<file path="src/rtl/nor_seq_pkg.sv">
package nor_seq_pkg;

  typedef enum logic [1:0] {
    OP_PROG = 2'd0,
    OP_SECT = 2'd1,
    OP_BLK  = 2'd2,
    OP_RSVD = 2'd3
  } nor_op_e;

  typedef enum logic [1:0] {
    PH_IDLE,
    PH_SETUP,
    PH_STROBE,
    PH_HOLD
  } nor_phase_e;

  typedef enum logic [2:0] {
    S_IDLE,
    S_ISSUE,
    S_WAIT,
    S_POLL_ISSUE,
    S_POLL_WAIT,
    S_RESET
  } nor_state_e;

endpackage

</file>
<file path="src/rtl/nor_cmd_script.sv">
module nor_cmd_script
  import nor_seq_pkg::*;
#(
  parameter int AW = 21,
  parameter int DW = 16,
  parameter int SECTOR_LSB = 11,
  parameter int BLOCK_LSB  = 15,
  parameter logic [AW-1:0] UNLOCK_A = 'h5555,
  parameter logic [AW-1:0] UNLOCK_B = 'h2AAA
) (
  input  nor_op_e         op,
  input  logic [2:0]      step,
  input  logic [AW-1:0]   base_addr,
  input  logic [DW-1:0]   word,
  output logic [AW-1:0]   cyc_addr,
  output logic [DW-1:0]   cyc_data,
  output logic            last_step
);

  localparam logic [AW-1:0] SECT_MASK = {{(AW-SECTOR_LSB){1'b1}}, {SECTOR_LSB{1'b0}}};
  localparam logic [AW-1:0] BLK_MASK  = {{(AW-BLOCK_LSB){1'b1}}, {BLOCK_LSB{1'b0}}};

  always_comb begin
    cyc_addr  = UNLOCK_A;
    cyc_data  = DW'(8'hAA);
    last_step = 1'b0;
    if (op == OP_PROG) begin
      case (step)
        3'd0: begin cyc_addr = UNLOCK_A; cyc_data = DW'(8'hAA); end
        3'd1: begin cyc_addr = UNLOCK_B; cyc_data = DW'(8'h55); end
        3'd2: begin cyc_addr = UNLOCK_A; cyc_data = DW'(8'hA0); end
        default: begin
          cyc_addr  = base_addr;
          cyc_data  = word;
          last_step = 1'b1;
        end
      endcase
    end else begin
      case (step)
        3'd0: begin cyc_addr = UNLOCK_A; cyc_data = DW'(8'hAA); end
        3'd1: begin cyc_addr = UNLOCK_B; cyc_data = DW'(8'h55); end
        3'd2: begin cyc_addr = UNLOCK_A; cyc_data = DW'(8'h80); end
        3'd3: begin cyc_addr = UNLOCK_A; cyc_data = DW'(8'hAA); end
        3'd4: begin cyc_addr = UNLOCK_B; cyc_data = DW'(8'h55); end
        default: begin
          last_step = 1'b1;
          if (op == OP_SECT) begin
            cyc_addr = base_addr & SECT_MASK;
            cyc_data = DW'(8'h30);
          end else begin
            cyc_addr = base_addr & BLK_MASK;
            cyc_data = DW'(8'h50);
          end
        end
      endcase
    end
  end

endmodule

</file>
<file path="src/rtl/nor_bus_cycle.sv">
module nor_bus_cycle
  import nor_seq_pkg::*;
#(
  parameter int AW = 21,
  parameter int DW = 16,
  parameter int SETUP_CLKS = 2,
  parameter int WE_CLKS    = 4,
  parameter int OE_CLKS    = 4,
  parameter int HOLD_CLKS  = 2
) (
  input  logic          clk,
  input  logic          rst,
  input  logic          kill,
  input  logic          cmd_valid,
  input  logic          cmd_write,
  input  logic [AW-1:0] cmd_addr,
  input  logic [DW-1:0] cmd_data,
  output logic          cyc_done,
  output logic [DW-1:0] rd_data,
  output logic [AW-1:0] bus_addr,
  output logic [DW-1:0] bus_dq_o,
  output logic          bus_dq_oe,
  input  logic [DW-1:0] bus_dq_i,
  output logic          bus_ce_n,
  output logic          bus_we_n,
  output logic          bus_oe_n
);

  localparam int M1   = (SETUP_CLKS > WE_CLKS) ? SETUP_CLKS : WE_CLKS;
  localparam int M2   = (OE_CLKS > HOLD_CLKS) ? OE_CLKS : HOLD_CLKS;
  localparam int MAXC = (M1 > M2) ? M1 : M2;
  localparam int CW   = $clog2(MAXC + 1);

  nor_phase_e    phase_q;
  logic [CW-1:0] cnt_q;
  logic          is_wr_q;
  logic [CW-1:0] strobe_last;

  assign strobe_last = is_wr_q ? CW'(WE_CLKS - 1) : CW'(OE_CLKS - 1);

  always_ff @(posedge clk) begin
    cyc_done <= 1'b0;
    if (rst || kill) begin
      phase_q   <= PH_IDLE;
      cnt_q     <= '0;
      bus_ce_n  <= 1'b1;
      bus_we_n  <= 1'b1;
      bus_oe_n  <= 1'b1;
      bus_dq_oe <= 1'b0;
      if (rst) begin
        bus_addr <= '0;
        bus_dq_o <= '0;
        rd_data  <= '0;
        is_wr_q  <= 1'b0;
      end
    end else begin
      case (phase_q)
        PH_IDLE: begin
          if (cmd_valid) begin
            phase_q   <= PH_SETUP;
            cnt_q     <= '0;
            bus_addr  <= cmd_addr;
            bus_dq_o  <= cmd_data;
            bus_dq_oe <= cmd_write;
            is_wr_q   <= cmd_write;
            bus_ce_n  <= 1'b0;
          end
        end
        PH_SETUP: begin
          if (cnt_q == CW'(SETUP_CLKS - 1)) begin
            cnt_q   <= '0;
            phase_q <= PH_STROBE;
            if (is_wr_q) bus_we_n <= 1'b0;
            else         bus_oe_n <= 1'b0;
          end else begin
            cnt_q <= cnt_q + 1'b1;
          end
        end
        PH_STROBE: begin
          if (cnt_q == strobe_last) begin
            cnt_q    <= '0;
            phase_q  <= PH_HOLD;
            bus_we_n <= 1'b1;
            bus_oe_n <= 1'b1;
            bus_ce_n <= 1'b1;
            if (!is_wr_q) rd_data <= bus_dq_i;
          end else begin
            cnt_q <= cnt_q + 1'b1;
          end
        end
        default: begin
          if (cnt_q == CW'(HOLD_CLKS - 1)) begin
            cnt_q     <= '0;
            phase_q   <= PH_IDLE;
            bus_dq_oe <= 1'b0;
            cyc_done  <= 1'b1;
          end else begin
            cnt_q <= cnt_q + 1'b1;
          end
        end
      endcase
    end
  end

  // write strobe only inside chip enable, never overlapping a read strobe
  a_r2_we_inside_ce: assert property (@(posedge clk) disable iff (rst)
    !bus_we_n |-> !bus_ce_n);
  a_r2_no_rw_overlap: assert property (@(posedge clk) disable iff (rst)
    !(!bus_we_n && !bus_oe_n));
  // address and data frozen and driven across the write strobe
  a_r3_stable_under_we: assert property (@(posedge clk) disable iff (rst)
    (!bus_we_n && $past(!bus_we_n)) |-> ($stable(bus_addr) && $stable(bus_dq_o) && bus_dq_oe));

endmodule

</file>
<file path="src/rtl/nor_poll_track.sv">
module nor_poll_track #(
  parameter int MAX_POLLS = 4096
) (
  input  logic clk,
  input  logic rst,
  input  logic clear,
  input  logic sample_valid,
  input  logic sample_bit,
  output logic settled,
  output logic expired
);

  localparam int CW = $clog2(MAX_POLLS + 1);

  logic [CW-1:0] cnt_q;
  logic          have_prev_q;
  logic          prev_q;

  assign settled = sample_valid && have_prev_q && (sample_bit == prev_q);
  assign expired = sample_valid && !settled && (cnt_q == CW'(MAX_POLLS - 1));

  always_ff @(posedge clk) begin
    if (rst || clear) begin
      cnt_q       <= '0;
      have_prev_q <= 1'b0;
      prev_q      <= 1'b0;
    end else if (sample_valid) begin
      cnt_q       <= cnt_q + 1'b1;
      have_prev_q <= 1'b1;
      prev_q      <= sample_bit;
    end
  end

  // the poll count never passes the limit
  a_r7_poll_bound: assert property (@(posedge clk) disable iff (rst)
    cnt_q <= CW'(MAX_POLLS));

endmodule

</file>
<file path="src/rtl/nor_op_sequencer.sv">
module nor_op_sequencer
  import nor_seq_pkg::*;
#(
  parameter int AW = 21,
  parameter int DW = 16,
  parameter int SETUP_CLKS = 2,
  parameter int WE_CLKS    = 4,
  parameter int OE_CLKS    = 4,
  parameter int HOLD_CLKS  = 2,
  parameter int RST_CLKS   = 8,
  parameter int MAX_POLLS  = 4096,
  parameter int SECTOR_LSB = 11,
  parameter int BLOCK_LSB  = 15,
  parameter int STATUS_BIT = 6
) (
  input  logic          clk,
  input  logic          rst,
  input  logic          req_valid,
  input  logic [1:0]    req_op,
  input  logic [AW-1:0] req_addr,
  input  logic [DW-1:0] req_data,
  input  logic          req_wp_n,
  input  logic          abort,
  output logic          busy,
  output logic          done,
  output logic          timeout_err,
  output logic [AW-1:0] flash_addr,
  output logic [DW-1:0] flash_dq_o,
  output logic          flash_dq_oe,
  input  logic [DW-1:0] flash_dq_i,
  output logic          flash_ce_n,
  output logic          flash_we_n,
  output logic          flash_oe_n,
  output logic          flash_rst_n,
  output logic          flash_wp_n
);

  localparam int RW = $clog2(RST_CLKS + 1);

  nor_state_e    state_q;
  nor_op_e       op_q;
  logic [2:0]    step_q;
  logic [AW-1:0] addr_q;
  logic [DW-1:0] data_q;
  logic [RW-1:0] rcnt_q;
  logic          cmd_valid_q;
  logic          cmd_write_q;
  logic [AW-1:0] cmd_addr_q;
  logic [DW-1:0] cmd_data_q;
  logic          accept;

  logic [AW-1:0] scr_addr;
  logic [DW-1:0] scr_data;
  logic          scr_last;
  logic          cyc_done;
  logic [DW-1:0] rd_data;
  logic          poll_sample;
  logic          poll_settled;
  logic          poll_expired;

  assign accept      = (state_q == S_IDLE) && req_valid && (req_op != OP_RSVD);
  assign poll_sample = cyc_done && (state_q == S_POLL_WAIT);
  assign busy        = (state_q != S_IDLE);

  nor_cmd_script #(
    .AW(AW), .DW(DW), .SECTOR_LSB(SECTOR_LSB), .BLOCK_LSB(BLOCK_LSB)
  ) u_script (
    .op(op_q), .step(step_q), .base_addr(addr_q), .word(data_q),
    .cyc_addr(scr_addr), .cyc_data(scr_data), .last_step(scr_last)
  );

  nor_bus_cycle #(
    .AW(AW), .DW(DW), .SETUP_CLKS(SETUP_CLKS), .WE_CLKS(WE_CLKS),
    .OE_CLKS(OE_CLKS), .HOLD_CLKS(HOLD_CLKS)
  ) u_bus (
    .clk(clk), .rst(rst), .kill(abort),
    .cmd_valid(cmd_valid_q), .cmd_write(cmd_write_q),
    .cmd_addr(cmd_addr_q), .cmd_data(cmd_data_q),
    .cyc_done(cyc_done), .rd_data(rd_data),
    .bus_addr(flash_addr), .bus_dq_o(flash_dq_o), .bus_dq_oe(flash_dq_oe),
    .bus_dq_i(flash_dq_i), .bus_ce_n(flash_ce_n), .bus_we_n(flash_we_n),
    .bus_oe_n(flash_oe_n)
  );

  nor_poll_track #(.MAX_POLLS(MAX_POLLS)) u_poll (
    .clk(clk), .rst(rst), .clear(accept),
    .sample_valid(poll_sample), .sample_bit(rd_data[STATUS_BIT]),
    .settled(poll_settled), .expired(poll_expired)
  );

  always_ff @(posedge clk) begin
    cmd_valid_q <= 1'b0;
    done        <= 1'b0;
    timeout_err <= 1'b0;
    if (rst) begin
      state_q     <= S_IDLE;
      op_q        <= OP_PROG;
      step_q      <= '0;
      addr_q      <= '0;
      data_q      <= '0;
      rcnt_q      <= '0;
      cmd_write_q <= 1'b0;
      cmd_addr_q  <= '0;
      cmd_data_q  <= '0;
      flash_rst_n <= 1'b1;
      flash_wp_n  <= 1'b1;
    end else if (abort) begin
      state_q     <= S_RESET;
      rcnt_q      <= '0;
      flash_rst_n <= 1'b0;
    end else begin
      case (state_q)
        S_IDLE: begin
          if (accept) begin
            op_q       <= nor_op_e'(req_op);
            addr_q     <= req_addr;
            data_q     <= req_data;
            flash_wp_n <= req_wp_n;
            step_q     <= '0;
            state_q    <= S_ISSUE;
          end
        end
        S_ISSUE: begin
          cmd_valid_q <= 1'b1;
          cmd_write_q <= 1'b1;
          cmd_addr_q  <= scr_addr;
          cmd_data_q  <= scr_data;
          state_q     <= S_WAIT;
        end
        S_WAIT: begin
          if (cyc_done) begin
            if (scr_last) begin
              state_q <= S_POLL_ISSUE;
            end else begin
              step_q  <= step_q + 3'd1;
              state_q <= S_ISSUE;
            end
          end
        end
        S_POLL_ISSUE: begin
          cmd_valid_q <= 1'b1;
          cmd_write_q <= 1'b0;
          cmd_addr_q  <= addr_q;
          state_q     <= S_POLL_WAIT;
        end
        S_POLL_WAIT: begin
          if (cyc_done) begin
            if (poll_settled) begin
              done    <= 1'b1;
              state_q <= S_IDLE;
            end else if (poll_expired) begin
              timeout_err <= 1'b1;
              state_q     <= S_IDLE;
            end else begin
              state_q <= S_POLL_ISSUE;
            end
          end
        end
        default: begin
          if (rcnt_q == RW'(RST_CLKS - 1)) begin
            flash_rst_n <= 1'b1;
            state_q     <= S_IDLE;
          end else begin
            rcnt_q <= rcnt_q + 1'b1;
          end
        end
      endcase
    end
  end

  // protect level held for the whole request
  a_r8_wp_static: assert property (@(posedge clk) disable iff (rst)
    (busy && $past(busy)) |-> $stable(flash_wp_n));
  // no write strobe once status polling has begun
  a_r6_no_write_in_poll: assert property (@(posedge clk) disable iff (rst)
    (state_q == S_POLL_ISSUE || state_q == S_POLL_WAIT) |-> flash_we_n);
  // completion reported together with leaving busy
  a_r6_done_idle: assert property (@(posedge clk) disable iff (rst)
    done |-> !busy);
  // never both outcomes
  a_r7_outcome_excl: assert property (@(posedge clk) disable iff (rst)
    !(done && timeout_err));
  // bus released while the flash is held in reset
  a_r10_reset_releases_bus: assert property (@(posedge clk) disable iff (rst)
    !flash_rst_n |-> (flash_ce_n && flash_we_n && flash_oe_n && !flash_dq_oe));
  // a start while busy does not alter the latched request
  a_r9_hold_request: assert property (@(posedge clk) disable iff (rst)
    (busy && $past(busy)) |-> ($stable(addr_q) && $stable(op_q)));

endmodule

</file>
<file path="config.mk">
export PLATFORM = sky130hd
export DESIGN_NAME = nor_op_sequencer
export DESIGN_NICKNAME = d
export VERILOG_FILES = /design/src/rtl/nor_seq_pkg.sv /design/src/rtl/nor_cmd_script.sv /design/src/rtl/nor_bus_cycle.sv /design/src/rtl/nor_poll_track.sv /design/src/rtl/nor_op_sequencer.sv
export SDC_FILE = /design/constraint.sdc
export NUM_CORES = 1
export LEC_CHECK = 0
export BUFFER_PORTS_ARGS = -buffer_cell sky130_fd_sc_hd__buf_2
export CAP_MARGIN = 20
export CORE_MARGIN = 10
export CORE_UTILIZATION = 50
export CTS_CLUSTER_DIAMETER = 120
export DETAILED_ROUTE_END_ITERATION = 8
export GPL_ROUTABILITY_DRIVEN = 0
export HOLD_SLACK_MARGIN = 0.05
export PLACE_DENSITY = 0.81
export SYNTH_ARGS = -nofsm -noshare
export SYNTH_HDL_FRONTEND = slang
export SYNTH_SLANG_ARGS = --single-unit
</file>
<file path="constraint.sdc">
create_clock -name clk -period 7.6 [get_ports clk]
set_input_delay 1.52 -clock clk [delete_from_list [all_inputs] [get_ports clk]]
set_output_delay 1.52 -clock clk [all_outputs]
set_load 0.005 [all_outputs]
</file>
== Yosys cells after proc, flatten, opt, wreduce, memory -nomap -nowiden ==
Cells that the tools add are included.

* Input port bits: 60
* Flip-flop bits (word level): 162

* $add $sub $neg: 4
* Bitwise gates (word level): 6
* Reductions and logical operators: 56
* Eq/ne operators: 32
* Multiplexer cells: 69

{| class="wikitable"
|+ Operators by type and width
! operator !! number
|-
| case mux 21 bit (2 select lines) || 3
|-
| two-way mux 21 bit || 5
|-
| case mux 16 bit (3 select lines) || 2
|-
| two-way mux 16 bit || 5
|-
| two-way mux 7 bit || 5
|-
| two-way mux 3 bit || 11
|-
| AND reduction 4 bit || 6
|-
| two-way mux 1 bit || 21
|-
| nonzero test 2 bit || 10
|-
| == test 3 x 2 -> 1 bit (second input constant) || 5
|-
| two-way mux 15 bit || 1
|-
| case mux 3 bit (5 select lines) || 1
|-
| OR reduction 5 bit || 3
|-
| two-way mux 2 bit || 7
|-
| != test 2 x 1 -> 1 bit (second input constant) || 7
|-
| adder 13 x 1 -> 13 bit (second input constant) || 1
|-
| == test 13 x 12 -> 1 bit (second input constant) || 1
|-
| != test 2 bit (second input constant) || 6
|-
| case mux 3 bit (2 select lines) || 2
|-
| AND reduction 3 bit || 4
|-
| OR reduction 2 bit || 6
|-
| case mux 1 bit (2 select lines) || 5
|-
| == test 3 x 1 -> 1 bit (second input constant) || 3
|-
| != test 3 x 2 -> 1 bit (second input constant) || 3
|-
| 21 further kinds || 44
|}

== Longest topological paths before layout ==
* Depth after elaboration: 12
* Gate-level depth with buffers: 9

== Cells and area by module ==
Synthesis repeated with hierarchy kept, for this count alone.

* Cell total of the unflattened synthesis: 822
* Area, all modules: 7638.6 sq um

{| class="wikitable"
|+ Modules (own cells, without submodules)
! module !! area each (sq um) !! instances !! cells an instance !! seq. area each (sq um)
|-
| nor_op_sequencer || 3572.2 || 1 || 437 || 1841.8
|-
| nor_bus_cycle || 2650.0 || 1 || 190 || 1821.7
|-
| nor_cmd_script || 740.7 || 1 || 119 || 0.0
|-
| nor_poll_track || 675.6 || 1 || 76 || 300.3
|}

== Least setup slack after synthesis ==
No wires, ideal clock.

* Path kind: input to register
* From: in abort
* To: reg u_bus.bus_addr[0] (enable)
* Slack: 3.624 ns
* Data arrival time: 3.535 ns
* Stages on the path: 2
* Buffers on the path: 1
* Data required time: 7.159 ns
* Cells stage by stage: clkbuf_1 o21bai_1

* Word-level cells in the longest chain between the ends: 3

{| class="wikitable"
|+ Ends and longest elaborated chain
! element !! RTL line !! text
|-
| start: declaration || nor_op_sequencer.sv:23 || <nowiki>input logic abort,</nowiki>
|-
| logical OR 1 bit (*) || nor_bus_cycle.sv:43 || <nowiki>if (rst || kill) begin</nowiki>
|-
| != test 2 bit (no line) / nonzero test 2 bit (equally long branches) || -- ||
|-
| AND reduction 3 bit (no line) (*) || -- ||
|-
| end signal: assignment || nor_bus_cycle.sv:62 || <nowiki>bus_addr <= cmd_addr;</nowiki>
|-
| end: declaration || nor_bus_cycle.sv:20 || <nowiki>output logic [AW-1:0] bus_addr,</nowiki>
|}

Mark *: on every way between the ends. The rest lies on a longest branch, timed or not.
A chain may end at the register's enable or synchronous reset.

== Final worst setup path ==
* From: in rst
* To: reg u_poll.cnt_q[3]

* Word-level cells in the longest chain between the ends: 1

{| class="wikitable"
|+ Ends and longest elaborated chain
! element !! RTL line !! text
|-
| start: declaration || nor_op_sequencer.sv:17 || <nowiki>input logic rst,</nowiki>
|-
| logical OR 1 bit || nor_poll_track.sv:23 || <nowiki>if (rst || clear) begin</nowiki>
|-
| end signal: assignment || nor_poll_track.sv:28 || <nowiki>cnt_q <= cnt_q + 1'b1;</nowiki>
|-
| end: declaration || nor_poll_track.sv:15 || <nowiki>logic [CW-1:0] cnt_q;</nowiki>
|}

Every way passes these cells.

==> impl_metrics.csv <==
group,metric,value,unit
detailed_routing,drc,0,
sta,fmax,328,MHz
floorplanning,rows,41,
clock_network,cts.repair.resized,0,
worst_setup_path,worstPathArrival,3330,ps
sta,finalHoldViolations,0,
logic_synthesis,synth_ff_type,"dfxtp_1",
pwr,p_leak,2.87,nW
worst_setup_path,critPathLaunchType,"primary input",
logic_synthesis,synth.most_common_cell,"dfxtp_1",
finish,fillCellCount,1124,
logic_synthesis,yosysTopAreaCellShare,35.9,%
logic_synthesis,netlist_instances,701,
logic_synthesis,yosys_warnings,0,
clock_network,clkSinkCount,156,
place,hpwl,9820,microns
outcome,status,"complete, no violations",
global_route,gr-total-overflow,0,
worst_setup_path,critPathTopFamily,"buffers and inverters",
global_route,grt_pass1_vias,4842,
clock_network,holdBufCountCts,0,
finish,regArea,3510,sq um
finish,drive_above_1_share,17.8,%
clock_network,clockBufferDepth,2,
run,cap_violations,0,
logic_synthesis,synth_area_leader_cell,"dfxtp_1",
pwr,ir_drop,0.195,mV
sta,worst_pin_slew,823,ps
clock_network,root_buffer,"clkbuf_16",
clock_network,clk_pin_slew,60,ps
pwr,finalPower,0.00184,W
floorplanning,start_util,51.3,%
finish,n_antenna_cell,0,
logic_synthesis,synth_common_cells,"117 x dfxtp_1, 116 x nand2_1, 81 x nor2_1",
global_route,grt_usage,15.8,%
global_route,antenna_found_initial,0,
logic_synthesis,synth_nets,776,
worst_setup_path,cp_num_buf_inv,2,
detailed_routing,vias,5063,
logic_synthesis,ys_types,57,
clock_network,postCtsSetupBuffers,0,
finish,multi_input_area,2750,sq um
global_route,grt_pass1_wl,23300,microns
detailed_routing,firstDrtPassIters,5,
logic_synthesis,avgSynthCellArea,9.31,sq um
worst_setup_path,worstSetupPathType,"in2reg",
detailed_routing,drt-initial-drc-count,500,
detailed_routing,wirelength,14200,microns
global_route,grt_max_degree,59,
logic_synthesis,synthTopCellsByArea,"dfxtp_1 36%, edfxtp_1 18%, nand2_1 6.7%",
logic_synthesis,netlist_area,6530,sq um
detailed_routing,ant_nets,0,
logic_synthesis,synth_async_sr_flop_share,0,%
logic_synthesis,ys_seq_elements,156,
clock_network,cts_tree,"yes",
sta,report.final.slew_viol_count,0,
hold_path,hold_class,"reg2reg",
floorplanning,fp.dieArea,18000,sq um
worst_setup_path,critPathSlowestCell,"buf_4",
worst_setup_path,end_kind,"flop",
sta,skew,8.98,ps
sta,fin_setup_tns,0,ps
clock_network,cts_made_buffers,17,
place,port_buffers,90,
detailed_routing,viasPerCell,5.28,
worst_setup_path,slowest_delay,610,ps
sta,finalCritPeriodShare,40.2,%
sta,rsz0062_at_grt,"no",
finish,finalNetCount,849,
sta,period_needed,3050,ps
logic_synthesis,yosysSeqAreaShare,53.8,%
floorplanning,die_y,134,microns
logic_synthesis,synth_edf_count,39,
worst_setup_path,critPathMaxFanout,58,
floorplanning,coreArea,12700,sq um
finish,area_growth,16.9,%
floorplanning,fp.dieW,134,microns
worst_setup_path,worstPathCellList,"buf_2 > buf_4 > nand2b_1 > nor2_1",
finish,final_core_util,60.0,%
sta,setup_violations,0,
worst_setup_path,cp_data_required_time,7870,ps
clock_network,clock_latency,420,ps
sta,relSlewSlack,44.8,%
floorplanning,ios,106,
clock_network,cts_htree_levels,4,
detailed_routing,wl_per_cell,14.9,microns
pwr,powerDensity,242,nW/um^2
-- worst min-delay path, stage by stage (launching register included) --
cell and delay [ps]:
dfxtp_1 310, nand2_1 50, a21oi_1 50
-- flip-flops by register name, indices dropped and copies added (netlist names), 2 cells and up --
register,flops
addr_q,21
cmd_addr_q,21
u_bus.bus_addr,21
cmd_data_q,16
data_q,16
u_bus.bus_dq_o,16
u_poll.cnt_q,13
rcnt_q,4
state_q,3
step_q,3
u_bus.cnt_q,3
op_q,2
u_bus.phase_q,2
-- routing by layer --
metal | track usage (%) | share of wire (%) | vias up
met4 | 6.95 | 2.2 | 0
met1 | 18.4 | 44 | 2321
met5 | 0 | 0 | -
met2 | 25.9 | 48 | 147
met3 | 5.12 | 6.0 | 26
li1 | - | - | 2569
-- power by group --
part / total, W / leakage, nW / switching (W) / internal, W
Sequential: 0.000900 / 1.35 / 0.0000191 / 0.000881
Combinational: 0.000124 / 1.23 / 0.0000739 / 0.0000496
Clock: 0.000818 / 0.279 / 0.000320 / 0.000499
Total: 0.00184 / 2.87 / 0.000413 / 0.00143
-- placed cells by master (no fill, tap or decap), drive strengths merged, types with 8 or more instances in the layout --
master,count
nor2,81
a21oi,70
xor2,8
nand2b,9
buf,97
ha,15
and2,39
a22oi,14
dfxtp,117
inv,15
edfxtp,39
nor3,11
clkbuf,21
nand2,116
o21ai,22
a211oi,20
-- final timing paths --
check                                  endpoint  slack [ps]  startpoint  cells after the start
worst max register to register    cmd_addr_q[6]        5070   step_q[0]                      7
worst min register to register       data_q[11]         450  data_q[11]                      2
worst min-delay path                 data_q[11]         450  data_q[11]                      2
worst max-delay path            u_poll.cnt_q[3]        4550         rst                      4
-- final cells by class --
| type | instances | area share (%) |
|---|---|---|
| Timing Repair Buffer | 97 | 6.81 |
| Tap cell | 172 | 2.82 |
| Clock buffer | 21 | 6.04 |
| Multi-Input combinational cell | 489 | 36.1 |
| Inverter | 13 | 0.640 |
| Clock inverter | 11 | 1.53 |
| Sequential cell | 156 | 46.1 |
-- cells by family (layout without fill, tap and decap cells) --
logic type / Yosys count / in the layout / synth area share [%]
AND/OR/NAND/NOR: 300 / 300 / 21.8
AO/OA/AOI/OAI: 156 / 156 / 14.8
flip-flops: 156 / 156 / 53.8
buffers and inverters: 56 / 142 / 4.20
adder cells (fa/ha/maj): 15 / 15 / 2.88
XOR/XNOR: 12 / 12 / 1.61
multiplexers: 6 / 6 / 0.920
-- metrics by stage --
stage               setup WS [ps]  instances  cell area (sq um)  hold WS, ps
detailed placement           4090        926               7030          446
finish                       4550        959               7630          451
floorplan                    3620        701               6530          433
global route                 4370        959               7630          473
CTS                          4550        958               7610          454
global placement             4110        925               7020          442
No activity file was read; power rests on OpenSTA's default activity.
